===== config.mk =====
export PLATFORM = sky130hd
export DESIGN_NAME = traffic_ctrl
export DESIGN_NICKNAME = d
export VERILOG_FILES = /design/src/rtl/tlc_pkg.sv /design/src/rtl/tlc_next_state.sv /design/src/rtl/tlc_light_decode.sv /design/src/rtl/tlc_state_reg.sv /design/src/rtl/traffic_ctrl.sv
export SDC_FILE = /design/constraint.sdc
export NUM_CORES = 1
export LEC_CHECK = 0
export BUFFER_PORTS_ARGS = -buffer_cell sky130_fd_sc_hd__buf_2
export CAP_MARGIN = 40
export CORE_AREA = 2 2 39 41
export DETAILED_ROUTE_END_ITERATION = 10
export DIE_AREA = 0 0 41 43
export PLACE_DENSITY = 0.37
export SLEW_MARGIN = 5
export SYNTH_ARGS = -nofsm -noshare
export SYNTH_HDL_FRONTEND = slang
export SYNTH_SLANG_ARGS = --single-unit

===== constraint.sdc =====
create_clock -name clk -period 1.02 [get_ports clk]
set_input_delay 0.051 -clock clk [delete_from_list [all_inputs] [get_ports clk]]
set_output_delay 0.051 -clock clk [all_outputs]
set_load 0.005 [all_outputs]

===== src/rtl/tlc_pkg.sv =====
package tlc_pkg;
  localparam int LIGHT_W = 2;
  typedef logic [LIGHT_W-1:0] light_t;

  localparam light_t LGT_GREEN  = 2'b00;
  localparam light_t LGT_YELLOW = 2'b01;
  localparam light_t LGT_RED    = 2'b10;

  localparam int NUM_PHASES = 4;
  localparam int PHASE_W    = $clog2(NUM_PHASES);

  typedef enum logic [PHASE_W-1:0] {
    PH_A_GO   = 2'd0,
    PH_A_WARN = 2'd1,
    PH_B_GO   = 2'd2,
    PH_B_WARN = 2'd3
  } phase_t;

  function automatic int state_width(input bit one_hot);
    return one_hot ? NUM_PHASES : PHASE_W;
  endfunction
endpackage


===== src/rtl/tlc_next_state.sv =====
module tlc_next_state #(
  parameter bit ONE_HOT = 1'b0,
  localparam int SW = tlc_pkg::state_width(ONE_HOT)
) (
  input  logic [SW-1:0] cur,
  input  logic          sense_a,
  input  logic          sense_b,
  output logic [SW-1:0] nxt
);
  import tlc_pkg::*;

  generate
    if (ONE_HOT) begin : g_onehot
      logic legal;
      assign legal = $onehot(cur);
      always_comb begin
        if (!legal) begin
          nxt = SW'(1);
        end else begin
          nxt[0] = (cur[0] & sense_a) | cur[3];
          nxt[1] = cur[0] & ~sense_a;
          nxt[2] = cur[1] | (cur[2] & sense_b);
          nxt[3] = cur[2] & ~sense_b;
        end
      end
    end else begin : g_binary
      always_comb begin
        case (phase_t'(cur))
          PH_A_GO:   nxt = sense_a ? SW'(PH_A_GO) : SW'(PH_A_WARN);
          PH_A_WARN: nxt = SW'(PH_B_GO);
          PH_B_GO:   nxt = sense_b ? SW'(PH_B_GO) : SW'(PH_B_WARN);
          default:   nxt = SW'(PH_A_GO);
        endcase
      end
    end
  endgenerate
endmodule


===== src/rtl/tlc_light_decode.sv =====
module tlc_light_decode #(
  parameter bit ONE_HOT = 1'b0,
  localparam int SW = tlc_pkg::state_width(ONE_HOT)
) (
  input  logic [SW-1:0]       cur,
  output tlc_pkg::light_t     light_a,
  output tlc_pkg::light_t     light_b
);
  import tlc_pkg::*;

  phase_t phase;

  generate
    if (ONE_HOT) begin : g_onehot
      always_comb begin
        phase = PH_A_GO;
        for (int i = 0; i < SW; i++) begin
          if (cur == SW'(1 << i)) phase = phase_t'(i);
        end
      end
    end else begin : g_binary
      assign phase = phase_t'(cur);
    end
  endgenerate

  always_comb begin
    case (phase)
      PH_A_GO:   begin light_a = LGT_GREEN;  light_b = LGT_RED;    end
      PH_A_WARN: begin light_a = LGT_YELLOW; light_b = LGT_RED;    end
      PH_B_GO:   begin light_a = LGT_RED;    light_b = LGT_GREEN;  end
      default:   begin light_a = LGT_RED;    light_b = LGT_YELLOW; end
    endcase
  end
endmodule


===== src/rtl/tlc_state_reg.sv =====
module tlc_state_reg #(
  parameter int          W         = 2,
  parameter logic [W-1:0] RESET_VAL = '0
) (
  input  logic         clk,
  input  logic         rst,
  input  logic [W-1:0] d,
  output logic [W-1:0] q
);
  always_ff @(posedge clk) begin
    if (rst) q <= RESET_VAL;
    else     q <= d;
  end
endmodule


===== src/rtl/traffic_ctrl.sv =====
module traffic_ctrl #(
  parameter bit ONE_HOT = 1'b0,
  localparam int SW = tlc_pkg::state_width(ONE_HOT)
) (
  input  logic       clk,
  input  logic       rst,
  input  logic       sense_a,
  input  logic       sense_b,
  output logic [1:0] light_a,
  output logic [1:0] light_b
);
  import tlc_pkg::*;

  localparam logic [SW-1:0] START_CODE = ONE_HOT ? SW'(1) : SW'(PH_A_GO);

  logic [SW-1:0] state_q;
  logic [SW-1:0] state_d;

  tlc_next_state #(.ONE_HOT(ONE_HOT)) u_next (
    .cur(state_q), .sense_a(sense_a), .sense_b(sense_b), .nxt(state_d)
  );

  tlc_state_reg #(.W(SW), .RESET_VAL(START_CODE)) u_reg (
    .clk(clk), .rst(rst), .d(state_d), .q(state_q)
  );

  tlc_light_decode #(.ONE_HOT(ONE_HOT)) u_dec (
    .cur(state_q), .light_a(light_a), .light_b(light_b)
  );
endmodule


==> results.yml <==
outcome:
  status: "complete, but fails checks"
  violations: "negative setup slack"
clock_network:
  cts_tree: "built"
  clk_path_buf_depth: 2
  clk_latency_ns: 0.22
  clk_pin_slew_ns: 0.03
  cts_root_buf: "clkbuf_4"
  cts_sinks: 2
  cts_buffers: 3
  htree_levels: 1
worst_setup_path:
  rr_startpoint: "u_reg.q[0]$_SDFF_PP0_"
  r2r.worst_path.cells: 5
  cp-startpoint: "u_reg.q[0]$_SDFF_PP0_"
  critPathKind: "flop to primary output"
  crit_path_cell_trace: "inv_4 > ha_4 > nor2_4 > nor2_2 > buf_2"
  endpoint: "light_b[1]"
  max_stage_delay_ns: 0.37
  critPathTopFamily: "flip-flops"
  worstPathArrival_ns: 1.04
  cp-start-kind: "flop"
  cp.depth: 5
  reg2reg_slack_ns: 0.03
  crit_fanout: 3
  worst-path-buf-inv: 2
  cp_slowest_cell: "dfxtp_4"
  required_ns: 0.97
  r2r_end: "u_reg.q[0]$_SDFF_PP0_"
  cp-end-kind: "primary output"
drt:
  via_per_inst: 3.311
  ant_nets: 0
  first_iter_violations: 0
  route.detailed.drc: 0
  wl_per_cell_um: 8.956
  dr.pass1.iters: 1
  wirelength_um: 403
  num_vias: 149
global_routing:
  grt_overflow: 0
  antenna_found_initial: 0
  first_global_vias: 153
  grt_pass1_wl_um: 641
  grt_max_degree: 4
  grt_usage: 0.06106
final_layout:
  top_regs: "u_reg.q (2)"
  syn_to_final_growth_pct: 126.1
  largest_reg_flops: 2
  diodes: 0
  fill_cells: 160
  drive_gt1_frac: 0.8276
  layout.cells.non_filler: 45
  fin_util: 0.2432
  regMostFlops: "u_reg.q"
  nets: 40
  regArea_um2: 45.04
  multiInputGateArea_um2: 161.4
synthesis:
  synth_area_um2: 148.9
  syn-mean-instance-area_um2: 9.926
  ys_seq_elements: 2
  yosys-top-cells-area: "ha_1, dfxtp_1, a211oi_2"
  synth_top_area_frac: 0.4202
  syn-num-nets: 24
  yosysSeqAreaShare: 0.2689
  ys_types: 7
  ys_warn_count: 0
  synthesis.instances: 15
  synth_top_cell_by_area: "ha_1"
timing:
  final_max_slew_viol_count: 0
  worstMarginPinSlew_ns: 0.1565
  fin_skew_ns: 0.001528
  rsz0062_at_grt: "yes"
  setup_slack_ns: -0.07027
  maxSlewHeadroom: 0.8954
  hold_viol_final: 0
  fin_crit_ns: 1.090
  min_period_over_period: 1.069
  clock.fmax_mhz: 917.2
  finalSetupViolCount: 3
die:
  core_area_um2: 1384
  start_util: 0.1076
  std_cell_rows: 14
  ioPinCount: 8
  dieArea_um2: 1763
  die_w_um: 41
  dieHeight_um: 43
place:
  io_buffers: 7
  placed_cells: 38
  pre_cts_ws_ns: -0.0005694
  gp_congestion: 0.4881
power:
  power_mw: 0.4597
  p_leak_nw: 0.1435
  peakVddDrop_mv: 0.3513
  powerDensity_nw_per_um2: 1366
hold_path:
  hold_class: "input pin to flop"
flow_run:
  drv_cap: 0
==> stage by stage <==
stage / TNS, ns / hold slack, ns / area, µm²
floorplan: 0 / 0.1156 / 148.9
global placement: 0 / 0.2402 / 203.9
detailed placement: -0.0005694 / 0.2448 / 203.9
CTS: -0.1025 / 0.1007 / 315.3
global route: -0.2962 / 0.1139 / 336.6
finish: -0.1114 / 0.1119 / 336.6
==> cell type report <==
cell class	instances	share of cell area
Tap cell	16	0.05948
Inverter	2	0.03717
Clock buffer	3	0.06691
Timing Repair Buffer	11	0.2230
Sequential cell	2	0.1338
Multi-Input combinational cell	11	0.4796
==> layout by cell type, fill, tap and decap left out, drive strengths merged <==
| cell | netlist | final |
|---|---|---|
| ha | 5 | 5 |
| nor2b | 1 | 1 |
| inv | 2 | 2 |
| clkbuf | 0 | 3 |
| nand2b | 2 | 2 |
| dlygate4sd3 | 0 | 1 |
| buf | 0 | 10 |
| dfxtp | 2 | 2 |
| nor2 | 2 | 2 |
| a211oi | 1 | 1 |
==> worst min-delay path by stage <==
stage,from,end,depth (start not counted)
finish,sense_b,u_reg.q[0]$_SDFF_PP0_,3
global route,sense_b,u_reg.q[0]$_SDFF_PP0_,3
CTS,sense_b,u_reg.q[0]$_SDFF_PP0_,3
detailed placement,rst,u_reg.q[0]$_SDFF_PP0_,2
global placement,rst,u_reg.q[0]$_SDFF_PP0_,2
floorplan,rst,u_reg.q[0]$_SDFF_PP0_,1
==> synth_stat cells <==
| library cell | count |
|---|---|
| ha_1 | 5 |
| dfxtp_1 | 2 |
| inv_1 | 2 |
| nand2b_1 | 2 |
| nor2_1 | 2 |
| a211oi_2 | 1 |
| nor2b_1 | 1 |
==> per-layer routing <==
layer | up-vias | share of wire | track usage
met1 | 65 | 0.36 | 0.06051
li1 | 76 | - | -
met5 | - | 0 | 0
met3 | 0 | 0.13 | 0.03141
met4 | 0 | 0 | 0.08000
met2 | 8 | 0.50 | 0.07500
==> repair_timing <==
item,4_1_cts,5_1_grt
hold buffers,1,0
buffers inserted,3,0
endpoints found under the setup margin,3,4
pin swaps,4,1
endpoints found under the hold margin,1,0
resized for setup,15,5
==> worst register-to-register path: cells and delay by family (launching register included) <==
family                     cells  cell delay [ns]
AOI/OAI and AO/OA              1             0.22
adders and majority gates      1             0.11
buffers and inverters          2             0.16
DFF                            1             0.36
and+or+nand+nor                1             0.06
==> cells by family (layout without fill, tap and decap cells) <==
logic type,Yosys count,count (layout),share of synthesized area
adder cells (fa/ha/maj),5,5,0.4202
AO/OA/AOI/OAI,1,1,0.08402
buffers and inverters,2,16,0.05044
AND/OR/NAND/NOR,5,5,0.1765
flip-flops,2,2,0.2689
==> power by group <==
group / total [mW] / internal (mW) / switching (mW)
clock: 0.174 / 0.130 / 0.0440
combinational: 0.178 / 0.0987 / 0.0796
sequential: 0.108 / 0.0918 / 0.0158
Power figures use the tool's default switching activity.
